<file path="src/rtl/qb_port_ctrl.sv">
module qb_port_ctrl #(
  parameter int W     = 8,
  parameter int PULSE = 2
) (
  input  logic         clk,
  input  logic         rst_n,
  input  logic         wr_en,
  input  logic [W-1:0] wr_data,
  input  logic         rd_rmw,
  output logic [W-1:0] rd_data,
  input  logic         weak_off,
  input  logic [W-1:0] pin_in,
  output logic [W-1:0] pd_en,
  output logic [W-1:0] weak_en,
  output logic [W-1:0] med_en,
  output logic [W-1:0] strong_en
);
  localparam int CW = $clog2(PULSE + 1);

  logic [W-1:0] latch_q, pin_s1, pin_s2;

  always_ff @(posedge clk) begin
    if (!rst_n) begin
      latch_q <= '1;
      pin_s1  <= '1;
      pin_s2  <= '1;
    end else begin
      if (wr_en) latch_q <= wr_data;
      pin_s1 <= pin_in;
      pin_s2 <= pin_s1;
    end
  end

  assign pd_en   = ~latch_q;
  assign weak_en = latch_q & {W{~weak_off}};
  assign med_en  = latch_q & pin_s2;
  assign rd_data = rd_rmw ? latch_q : pin_s2;

  for (genvar i = 0; i < W; i++) begin : g_bit
    logic [CW-1:0] cnt;

    always_ff @(posedge clk) begin
      if (!rst_n)                                 cnt <= '0;
      else if (wr_en && wr_data[i] && !latch_q[i]) cnt <= CW'(PULSE);
      else if (wr_en && !wr_data[i])              cnt <= '0;
      else if (cnt != '0)                         cnt <= cnt - CW'(1);
    end

    assign strong_en[i] = (cnt != '0);

    AST_PULSE_START: assert property (@(posedge clk) disable iff (!rst_n)
      wr_en && wr_data[i] && pd_en[i] |=> strong_en[i]);
    AST_PULSE_STOP: assert property (@(posedge clk) disable iff (!rst_n)
      strong_en[i] && $past(strong_en[i]) |=> !strong_en[i]);
    AST_PULSE_KILL: assert property (@(posedge clk) disable iff (!rst_n)
      wr_en && !wr_data[i] |=> !strong_en[i]);
    AST_NO_FIGHT: assert property (@(posedge clk) disable iff (!rst_n)
      strong_en[i] |-> !pd_en[i]);
    AST_MED_NEEDS_ONE: assert property (@(posedge clk) disable iff (!rst_n)
      med_en[i] |-> !pd_en[i]);
  end

  AST_WRITE_LOADS: assert property (@(posedge clk) disable iff (!rst_n)
    wr_en |=> pd_en == ~$past(wr_data));
  AST_WEAK_GLOBAL_OFF: assert property (@(posedge clk) disable iff (!rst_n)
    weak_off |-> weak_en == '0);
  AST_PIN_LOW_DROPS_MED: assert property (@(posedge clk) disable iff (!rst_n)
    $past(pin_in) == '0 && $past(pin_in, 2) == '0 |-> med_en == '0);
endmodule

</file>
<file path="config.mk">
export PLATFORM = sky130hd
export DESIGN_NAME = qb_port_ctrl
export DESIGN_NICKNAME = d
export VERILOG_FILES = /design/src/rtl/qb_port_ctrl.sv
export SDC_FILE = /design/constraint.sdc
export NUM_CORES = 1
export LEC_CHECK = 0
export ABC_CLOCK_PERIOD_IN_PS = 960
export BUFFER_PORTS_ARGS = -buffer_cell sky130_fd_sc_hd__buf_2
export CORE_MARGIN = 2
export CORE_UTILIZATION = 48
export DETAILED_ROUTE_END_ITERATION = 10
export PLACE_DENSITY = 0.78
export REMOVE_ABC_BUFFERS = 1
export SYNTH_ARGS = -nofsm -noshare
export SYNTH_HDL_FRONTEND = slang
export SYNTH_SLANG_ARGS = --single-unit
</file>
<file path="constraint.sdc">
create_clock -name clk -period 0.96 [get_ports clk]
set_input_delay 0 -clock clk [delete_from_list [all_inputs] [get_ports clk]]
set_output_delay 0 -clock clk [all_outputs]
set_load 0.005 [all_outputs]
</file>
* Yosys cells after proc, flatten, opt, wreduce, memory -nomap -nowiden
Index checks and enable logic that the tools add are counted.
** Word-level totals
- Register bits after elaboration :: 40
- Bits of input ports :: 21
** Cells by class
- Add/sub/neg operators :: 8
- Muxes and demuxes :: 25
- Reductions and logical operators :: 64
- Bitwise gates (word level) :: 5
** Operators by type and width (count)
- 2-bit 2-to-1 mux :: 24
- 1-bit logical AND :: 24
- 3-bit nonzero test :: 8
- 3-bit OR reduction :: 8
- 8-bit bitwise AND :: 2
- 1-bit logical NOT :: 16
- 2-bit nonzero test :: 8
- 2-bit by 1-bit subtractor with 2-bit output (second input constant) :: 8
- 8-bit 2-to-1 mux :: 1
- 8-bit NOT :: 1
- 1-bit NOT :: 2

* Logic depth before layout (Yosys ltp)
Gate-level depths: netlist of the first run.
- Depth in word-level cells :: 4
- Gate-level depth with buffers :: 4
- Mapped depth without buffers :: 2

* Worst setup path before layout of the first run
Ideal clock, no wire load.
- Path type :: reg-to-reg
- Start point :: register latch_q[5]
- End point :: register g_bit[5].cnt[1]
- Path buffers :: 0
- Period minus slack after synthesis :: 0.773 ns
- Data arrival time :: 0.694 ns
- Setup slack :: 0.187 ns
- Cell stages (with the launch flop) :: 3
- Path through :: dfxtp_1 -> or2b_1 -> a211oi_2
** On the way
- Word-level cells in the longest chain between the ends :: 3
- Elaborated cells between the ends (all ways) :: 4
- Classes of those cells :: mux: 1; reduce/logical: 3
** RTL lines
- start: declaration :: line 20 : logic [W-1:0] latch_q, pin_s1, pin_s2;
- start signal: assignment :: line 28 : if (wr_en) latch_q <= wr_data;
- 1-bit logical NOT (*) :: line 44 : else if (wr_en && wr_data[i] && !latch_q[i]) cnt <= CW'(PULSE);
- 1-bit logical AND (*) :: line 44
- 3-bit nonzero test (no source line) or 2-bit 2-to-1 mux (tied branches)
- end signal: assignment :: line 44
- end signal: assignment :: line 46 : else if (cnt != '0) cnt <= cnt - CW'(1);
- end: declaration :: line 40 : logic [CW-1:0] cnt;
Every way passes the cells marked *; elsewhere a longest branch is shown, timed or not.
A chain may end at the register's enable or synchronous reset.

* Final worst setup path of the first run
- Start point :: register latch_q[1]
- End point :: output rd_data[1]
** On the way
- Word-level cells in the longest chain between the ends :: 1
** RTL lines
- 8-bit 2-to-1 mux :: line 37 : assign rd_data = rd_rmw ? latch_q : pin_s2;
- end: declaration :: line 10 : output logic [W-1:0] rd_data,
Every way passes these cells.

==> results of run 1 <==
Yosys cell counts, types with 3 or more instances:
cell type   n  area share
a211oi_2    8       0.061
mux2_2      8       0.055
o21ai_0     5       0.015
dfxtp_1    40        0.49
or2_2       8       0.031
nand2_1    24       0.055
nand2b_1   22       0.084
buf_4       3       0.014
o21ai_1     3      0.0092
nor2b_1     6       0.023
a211oi_1    8       0.037
inv_1       9       0.021
nor2_1     16       0.037
and2_1      8       0.031
layer usage:
metal	vias up	GRT usage	routed length [microns]
met5	-	0	0
met4	0	0.0917	82
met3	10	0.0489	293
met2	72	0.414	2460
met1	728	0.257	1730
li1	775	-	-
registers in the layout, indices dropped and copies added, names as in the netlist:
| name | count |
|---|---|
| pin_s2 | 8 |
| g_bit.cnt | 16 |
| pin_s1 | 8 |
| latch_q | 8 |
final cells by class:
class	count	area [sq um]	area share
Timing Repair Buffer	104	865	0.321
Multi-Input combinational cell	120	838	0.311
Sequential cell	40	843	0.313
Clock buffer	8	58.8	0.0218
Tap cell	46	57.6	0.0213
Inverter	9	33.8	0.0125
power by group:
part | total, mW | switching (mW) | internal (mW)
Sequential | 1.76 | 0.0414 | 1.72
Clock | 0.869 | 0.508 | 0.361
Combinational | 0.652 | 0.253 | 0.399
Total | 3.28 | 0.802 | 2.48
metrics by stage:
step | hold WS (ns) | cells | utilization
after floorplan | 0.0269 | 169 | -
after global placement | 0.181 | 279 | 0.606
after detailed placement | 0.184 | 279 | 0.606
after CTS | 0.0336 | 325 | 0.777
after global routing | 0.0373 | 327 | 0.814
final | 0.0462 | 327 | 0.814
timing repair:
item,CTS,global route
setup buffers,20,2
pin swaps,4,7
endpoints found under the setup margin,35,37
hold buffers,18,0
gates resized for setup,57,33
endpoints found under the hold margin,28,0
final timing paths:
| path | from | slack [ns] | end | cells past startpoint |
|---|---|---|---|---|
| worst max-delay path | latch_q[1]$_SDFFE_PN1P_ | -0.14 | rd_data[1] | 2 |
| worst min-delay path | wr_en | 0.05 | g_bit[2].cnt[0]$_SDFFE_PP0P_ | 3 |
| worst max register to register | latch_q[5]$_SDFFE_PN1P_ | -0.01 | g_bit[5].cnt[1]$_SDFFE_PN0P_ | 3 |
| worst min register to register | pin_s1[0]$_SDFF_PN1_ | 0.42 | pin_s2[0]$_SDFF_PN1_ | 1 |
critical path, stage by stage, from the launching register on:
cell and delay [ns]:
dfxtp_4 0.37, mux2_4 0.27, buf_6 0.12
logic make-up (layout without fill, tap and decap cells):
family,Yosys count,after routing,share of synthesized area
flops,40,40,0.490
simple gates,88,88,0.279
compound gates,24,24,0.123
mux,8,8,0.0552
buf+inv,17,121,0.0529
==> metrics.yaml, run 1 <==
power:
  powerDensity_nw_per_um2: 1220
  peakVddDrop_mv: 1.04
  p_leak_nw: 1.25
  total_power_mw: 3.28
detailed_routing:
  wl_per_cell_microns: 14.0
  postRouteAntennaNets: 0
  viasPerCell: 4.85
  routed_wl_microns: 4570
  drc_errors: 0
  drt_iter0_drc: 50
  num_vias: 1585
  dr.pass1.iters: 4
final_layout:
  drive_above_1_share: 0.569
  fin_area_sq_um: 2700
  diodes: 0
  n_fill_cell: 220
  mostFrequentLayoutCells: "buf_2, buf_6, nand2_1, nand2b_1, buf_4"
  final_common_cell: "buf_2"
  area_growth_pct: 65.1
  fin_nets: 301
timing:
  tns_ns: -1.86
  final_max_slew_viol_count: 0
  setup_viol: 26
  min_period_ns: 1.10
  post-route-period-util: 1.15
  rsz0062_at_grt: "yes"
  hold_viol: 0
  fin_skew_ns: 0.00441
  fin_ws_ns: -0.145
  worst_slew_margin_rel: 0.723
  fmax_mhz: 905
  worst_pin_slew_ns: 0.415
logic_synthesis:
  yosysUniqueCellTypes: 20
  synth_ff_type: "dfxtp_1"
  synthArstFlopShare: 0
  syn_avg_cell_area_sq_um: 9.22
  synthCells: 177
  synth_seq_cells: 40
  ys_warn_count: 0
  ys_seq_area_frac: 0.490
  synth_edf_count: 0
  synth_area_sq_um: 1630
clock_tree:
  clk_pin_slew_worst_paths_ns: 0.11
  cts_tree: "yes"
  htree_levels: 2
  cts_buffer_depth: 2
  clkLatencyLatePin_ns: 0.35
  clock-sinks: 40
  cts_buffers: 5
  root_buffer: "clkbuf_4"
setup_path:
  arrival_ns: 1.10
  cp.required_ns: 0.96
  critPathKind: "reg -> out"
  crit_fanout: 4
  critPathCaptureType: "primary output"
  start_kind: "flip-flop"
worst_hold_path:
  hp-class: "in -> reg"
flow_run:
  drv_cap: 0
place:
  placed_cell_area_sq_um: 2010
  gp_congestion: 0.709
  detailedPlace.worstSlack_ns: 0.141
  port-buffer-count: 60
  place_hpwl_microns: 2240
die:
  fp.coreArea_sq_um: 3310
  die_w_microns: 62.3
  dieArea_sq_um: 3880
  dieHeight_microns: 62.3
  ios: 61
  rows: 21
  start_util: 0.493
global_route:
  grt_pass1_wl_microns: 6880
  grt_antenna_before_repair: 0
  globalRouteOverflowTotal: 0
  grt_pass1_vias: 1511
  grt_max_degree: 33
  gr-usage-all-layers: 0.227
run_status:
  violations: "negative setup slack"
  status: "finished with violations"
(Power assumes the default switching activity.)
==> run 2: changes to the inputs <==
CORE_UTILIZATION = 33   (was 48)
PLACE_DENSITY = not set   (was 0.78)
==> metrics.yaml, run 2 (synthesized netlist as in run 1, its figures left out) <==
run_status:
  status: "finished with violations"
  violations: "negative setup slack"
power:
  pwr-share-seq: 0.474
  peakVddDrop_mv: 0.929
  power.share.clock: 0.369
  power.internal_mw: 2.83
  p_leak_nw: 1.23
  comb_power_share: 0.157
  swShare: 0.233
  switching_power_mw: 0.863
  powerDensity_nw_per_um2: 1370
setup_path:
  slowest_stage: "dfxtp_4"
  cp.required_ns: 0.96
  cp_num_buf_inv: 1
  max_stage_delay_ns: 0.37
  start_kind: "flip-flop"
  path_cells: "mux2_4, buf_6"
  rr_worst_depth: 3
  crit_fanout: 5
  arrival_ns: 1.03
  cp_num_cells: 2
  critPathCaptureType: "primary output"
  critPathKind: "reg -> out"
  critPathTopFamily: "flip-flops"
final_layout:
  fin_cells: 349
  area_growth_pct: 65.3
  drive_above_1_share: 0.557
  top_register: "g_bit.cnt"
  largest_reg_flops: 16
  diodes: 0
  final_common_cell: "buf_2"
  n_fill_cell: 455
  fin_nets: 302
  mostFrequentLayoutCells: "buf_2, buf_4, nand2_1, nand2b_1, buf_6"
clock_tree:
  cts_buffer_depth: 2
  cts_buffers: 5
  cts_tree: "yes"
  clkLatencyLatePin_ns: 0.29
  htree_levels: 2
  root_buffer: "clkbuf_8"
  clk_pin_slew_worst_paths_ns: 0.08
  clock-sinks: 40
detailed_routing:
  viasPerCell: 4.34
  dr.pass1.iters: 4
  wl_per_cell_microns: 11.7
  num_vias: 1516
  routed_wl_microns: 4090
  drt_iter0_drc: 39
  postRouteAntennaNets: 0
  drc_errors: 0
worst_hold_path:
  hold_depth: 3
  hp-class: "in -> reg"
global_route:
  globalRouteOverflowTotal: 0
  grt_max_degree: 17
  grt_pass1_vias: 1390
  gr-usage-all-layers: 0.152
  grt_antenna_before_repair: 0
  grt_pass1_wl_microns: 6320
die:
  die_w_microns: 74.3
  dieArea_sq_um: 5530
  ios: 61
  dieHeight_microns: 74.3
  start_util: 0.343
  fp.coreArea_sq_um: 4750
  rows: 25
timing:
  hold_viol: 0
  hold_ws_ns: 0.0783
  min_period_ns: 1.03
  fmax_mhz: 967
  fin_skew_ns: 0.00606
  fin_ws_ns: -0.0742
  final_max_slew_viol_count: 0
  post-route-period-util: 1.08
  rsz0062_at_grt: "yes"
  worst_slew_margin_rel: 0.774
  worst_pin_slew_ns: 0.339
  setup_viol: 13
place:
  place_hpwl_microns: 2520
  placedCellCount: 301
  port-buffer-count: 60
  gp_congestion: 0.702
flow_run:
  drv_cap: 0
==> run 2: cell count changes in the layout (fill, tap and decap cells not counted), moves of 5 or more <==
cell      previous run  this run
buf_6               25        20
and2_4               7         2
clkbuf_4             5         0
and2_1               1         6
buf_4               21        26
buf_2               37        42
==> run 2: power groups by stage <==
| stage | clock network, mW | registers [mW] | logic (mW) |
|---|---|---|---|
| 3_3_place_gp | 0 | 1.79 | 0.394 |
| 4_1_cts | 1.40 | 1.75 | 0.523 |
| 5_1_grt | 1.50 | 1.76 | 0.638 |
| 6_report | 1.36 | 1.75 | 0.581 |
| 2_1_floorplan | 0 | 1.78 | 0.171 |
| 3_5_place_dp | 0 | 1.80 | 0.395 |
==> run 2: worst paths after layout <==
kind / endpoint / start / slack [ns]
setup / recovery: rd_data[5] / latch_q[5]$_SDFFE_PN1P_ / -0.07
setup reg to reg: g_bit[5].cnt[1]$_SDFFE_PN0P_ / latch_q[5]$_SDFFE_PN1P_ / 0.02
hold reg to reg: pin_s2[7]$_SDFF_PN1_ / pin_s1[7]$_SDFF_PN1_ / 0.40
hold / removal: latch_q[5]$_SDFFE_PN1P_ / wr_en / 0.08
==> run 2: what timing repair did <==
| item | in CTS | in global routing |
|---|---|---|
| cloned | 0 | 0 |
| endpoints found under the setup margin | 27 | 28 |
| setup buffers | 20 | 4 |
| hold buffers | 16 | 0 |
| pin swaps | 6 | 6 |
| resized for setup | 49 | 29 |
| hold endpoints to repair | 17 | 0 |
==> run 2: cell type report <==
class / instances / area (sq um) / share of cell area
flip-flops and latches: 40 / 846 / 0.313
multi-input cells: 120 / 813 / 0.301
repair buffers: 105 / 811 / 0.300
well taps: 67 / 83.8 / 0.0311
clock buffers: 5 / 68.8 / 0.0255
clock inverters: 3 / 42.5 / 0.0158
inverters: 9 / 33.8 / 0.0125
==> run 2: per-stage QoR <==
step | TNS, ns | power [mW] | setup slack, ns | utilization | area [sq um]
finish | -0.551 | 3.70 | -0.0742 | 0.568 | 2700
global route | -1.30 | 3.90 | -0.118 | 0.568 | 2700
CTS | -0.623 | 3.68 | -0.0716 | 0.541 | 2570
detailed placement | 0 | 2.19 | 0.143 | 0.424 | 2010
global placement | 0 | 2.19 | 0.166 | 0.424 | 2010
floorplan | 0 | 1.95 | 0.187 | - | 1580
==> run 2: worst min-delay path, cell delays in order <==
cell	delay, ns
buf_2	0.15
nor2_1	0.11
o21ai_1	0.06
==> run 2: metal layers <==
| metal | up-vias | part of all wire | GRT usage |
|---|---|---|---|
| met5 | - | 0 | 0 |
| met4 | 0 | 0.011 | 0.0417 |
| met3 | 5 | 0.043 | 0.0474 |
| met2 | 39 | 0.50 | 0.267 |
| met1 | 698 | 0.45 | 0.181 |
| li1 | 774 | - | - |
==> run 3: changes to the inputs <==
CORE_MARGIN = not set   (was 2)
==> metrics.yaml, run 3 (synthesized netlist as in run 1, its figures left out) <==
final_layout:
  n_fill_cell: 442
  drive_above_1_share: 0.513
  largest_reg_flops: 16
  top_register: "g_bit.cnt"
  fin_nets: 297
  diodes: 0
  final_common_cell: "buf_2"
  area_growth_pct: 59.4
  mostFrequentLayoutCells: "buf_2, nand2_1, dfxtp_2, nand2b_1, buf_4"
  fin_cells: 344
global_route:
  gr-usage-all-layers: 0.159
  globalRouteOverflowTotal: 0
  grt_max_degree: 19
  grt_pass1_wl_microns: 6200
  grt_antenna_before_repair: 0
  grt_pass1_vias: 1382
detailed_routing:
  wl_per_cell_microns: 11.3
  drc_errors: 0
  num_vias: 1464
  dr.pass1.iters: 4
  routed_wl_microns: 3880
  drt_iter0_drc: 67
  postRouteAntennaNets: 0
  viasPerCell: 4.26
timing:
  hold_viol: 0
  fmax_mhz: 977
  final_max_slew_viol_count: 0
  worst_slew_margin_rel: 0.759
  hold_ws_ns: 0.0753
  fin_skew_ns: 0.00330
  fin_ws_ns: -0.0635
  post-route-period-util: 1.07
  setup_viol: 15
  worst_pin_slew_ns: 0.361
  tns_ns: -0.480
  min_period_ns: 1.02
  rsz0062_at_grt: "yes"
clock_tree:
  cts_buffer_depth: 2
  cts_buffers: 5
  clk_pin_slew_worst_paths_ns: 0.08
  htree_levels: 2
  clock-sinks: 40
  cts_tree: "yes"
  root_buffer: "clkbuf_8"
  clkLatencyLatePin_ns: 0.29
setup_path:
  critPathCaptureType: "primary output"
  start_kind: "flip-flop"
  arrival_ns: 1.02
  startpoint: "latch_q[4]$_SDFFE_PN1P_"
  r2r_end: "g_bit[5].cnt[1]$_SDFFE_PN0P_"
  rr_worst_depth: 3
  crit_fanout: 6
  cp.required_ns: 0.96
  regToRegSetupSlack_ns: 0.03
  r2r_start: "latch_q[5]$_SDFFE_PN1P_"
  critPathKind: "reg -> out"
  crit_path_end: "rd_data[4]"
die:
  start_util: 0.343
  die_w_microns: 72.3
  dieHeight_microns: 72.3
  dieArea_sq_um: 5230
  fp.coreArea_sq_um: 4750
  ios: 61
  rows: 25
power:
  powerDensity_nw_per_um2: 1410
  p_leak_nw: 1.20
  peakVddDrop_mv: 1.26
run_status:
  violations: "negative setup slack"
  status: "finished with violations"
place:
  placedCellCount: 301
  place_hpwl_microns: 2440
  port-buffer-count: 60
  detailedPlace.worstSlack_ns: 0.142
  gp_congestion: 0.727
worst_hold_path:
  hp-class: "in -> reg"
flow_run:
  drv_cap: 0
[run 3: cell count changes in the layout (fill, tap and decap cells not counted), sizes merged]
cell and change:
buf -5
[run 3: worst max-delay path: stages, from the launching register on]
cell and delay (ns):
dfxtp_2 0.35, mux2_2 0.26, buf_2 0.12
[run 3: per-layer routing]
| layer | vias up | wire [microns] | track usage |
|---|---|---|---|
| met1 | 655 | 1780 | 0.196 |
| met4 | 0 | 74 | 0.0784 |
| met5 | - | 0 | 0 |
| met3 | 8 | 151 | 0.0361 |
| li1 | 765 | - | - |
| met2 | 36 | 1870 | 0.260 |
[run 3: per-stage QoR]
| stage | total power [mW] | area, sq um | utilization |
|---|---|---|---|
| floorplan | 1.95 | 1580 | - |
| global placement | 2.19 | 2010 | 0.424 |
| detailed placement | 2.19 | 2010 | 0.424 |
| CTS | 3.69 | 2590 | 0.545 |
| global route | 3.82 | 2600 | 0.547 |
| finish | 3.66 | 2600 | 0.547 |
[run 3: cell type report]
| class | count | area (sq um) | area share |
|---|---|---|---|
| Sequential cell | 40 | 831 | 0.319 |
| Clock buffer | 5 | 68.8 | 0.0264 |
| Clock inverter | 3 | 42.5 | 0.0163 |
| Tap cell | 67 | 83.8 | 0.0322 |
| Timing Repair Buffer | 100 | 751 | 0.288 |
| Multi-Input combinational cell | 120 | 792 | 0.304 |
| Inverter | 9 | 33.8 | 0.0130 |
[run 3: how the worst min path moves through the flow]
stage,depth (start not counted),end,slack (ns),startpoint
after floorplan,1,weak_en[0],0.03,weak_off
after global placement,2,pin_s1[3]$_SDFF_PN1_,0.18,pin_in[3]
after detailed placement,2,pin_s1[3]$_SDFF_PN1_,0.18,pin_in[3]
after CTS,3,g_bit[7].cnt[0]$_SDFFE_PP0P_,0.06,wr_en
after global routing,3,g_bit[7].cnt[0]$_SDFFE_PP0P_,0.08,wr_en
final,3,g_bit[7].cnt[0]$_SDFFE_PP0P_,0.08,wr_en
[run 3: repair_timing]
item / CTS / global route
endpoints found under the hold margin: 17 / 0
pin swaps: 6 / 2
gates resized for setup: 53 / 4
setup buffers: 19 / 0
hold buffers: 16 / 0
setup endpoints to repair: 27 / 23
[run 3: power by group]
group / leakage, nW / total [mW] / internal [mW] / switching [mW]
logic: 0.811 / 0.535 / 0.316 / 0.219
clock network: 0.0541 / 1.37 / 0.769 / 0.596
registers: 0.334 / 1.76 / 1.72 / 0.0349
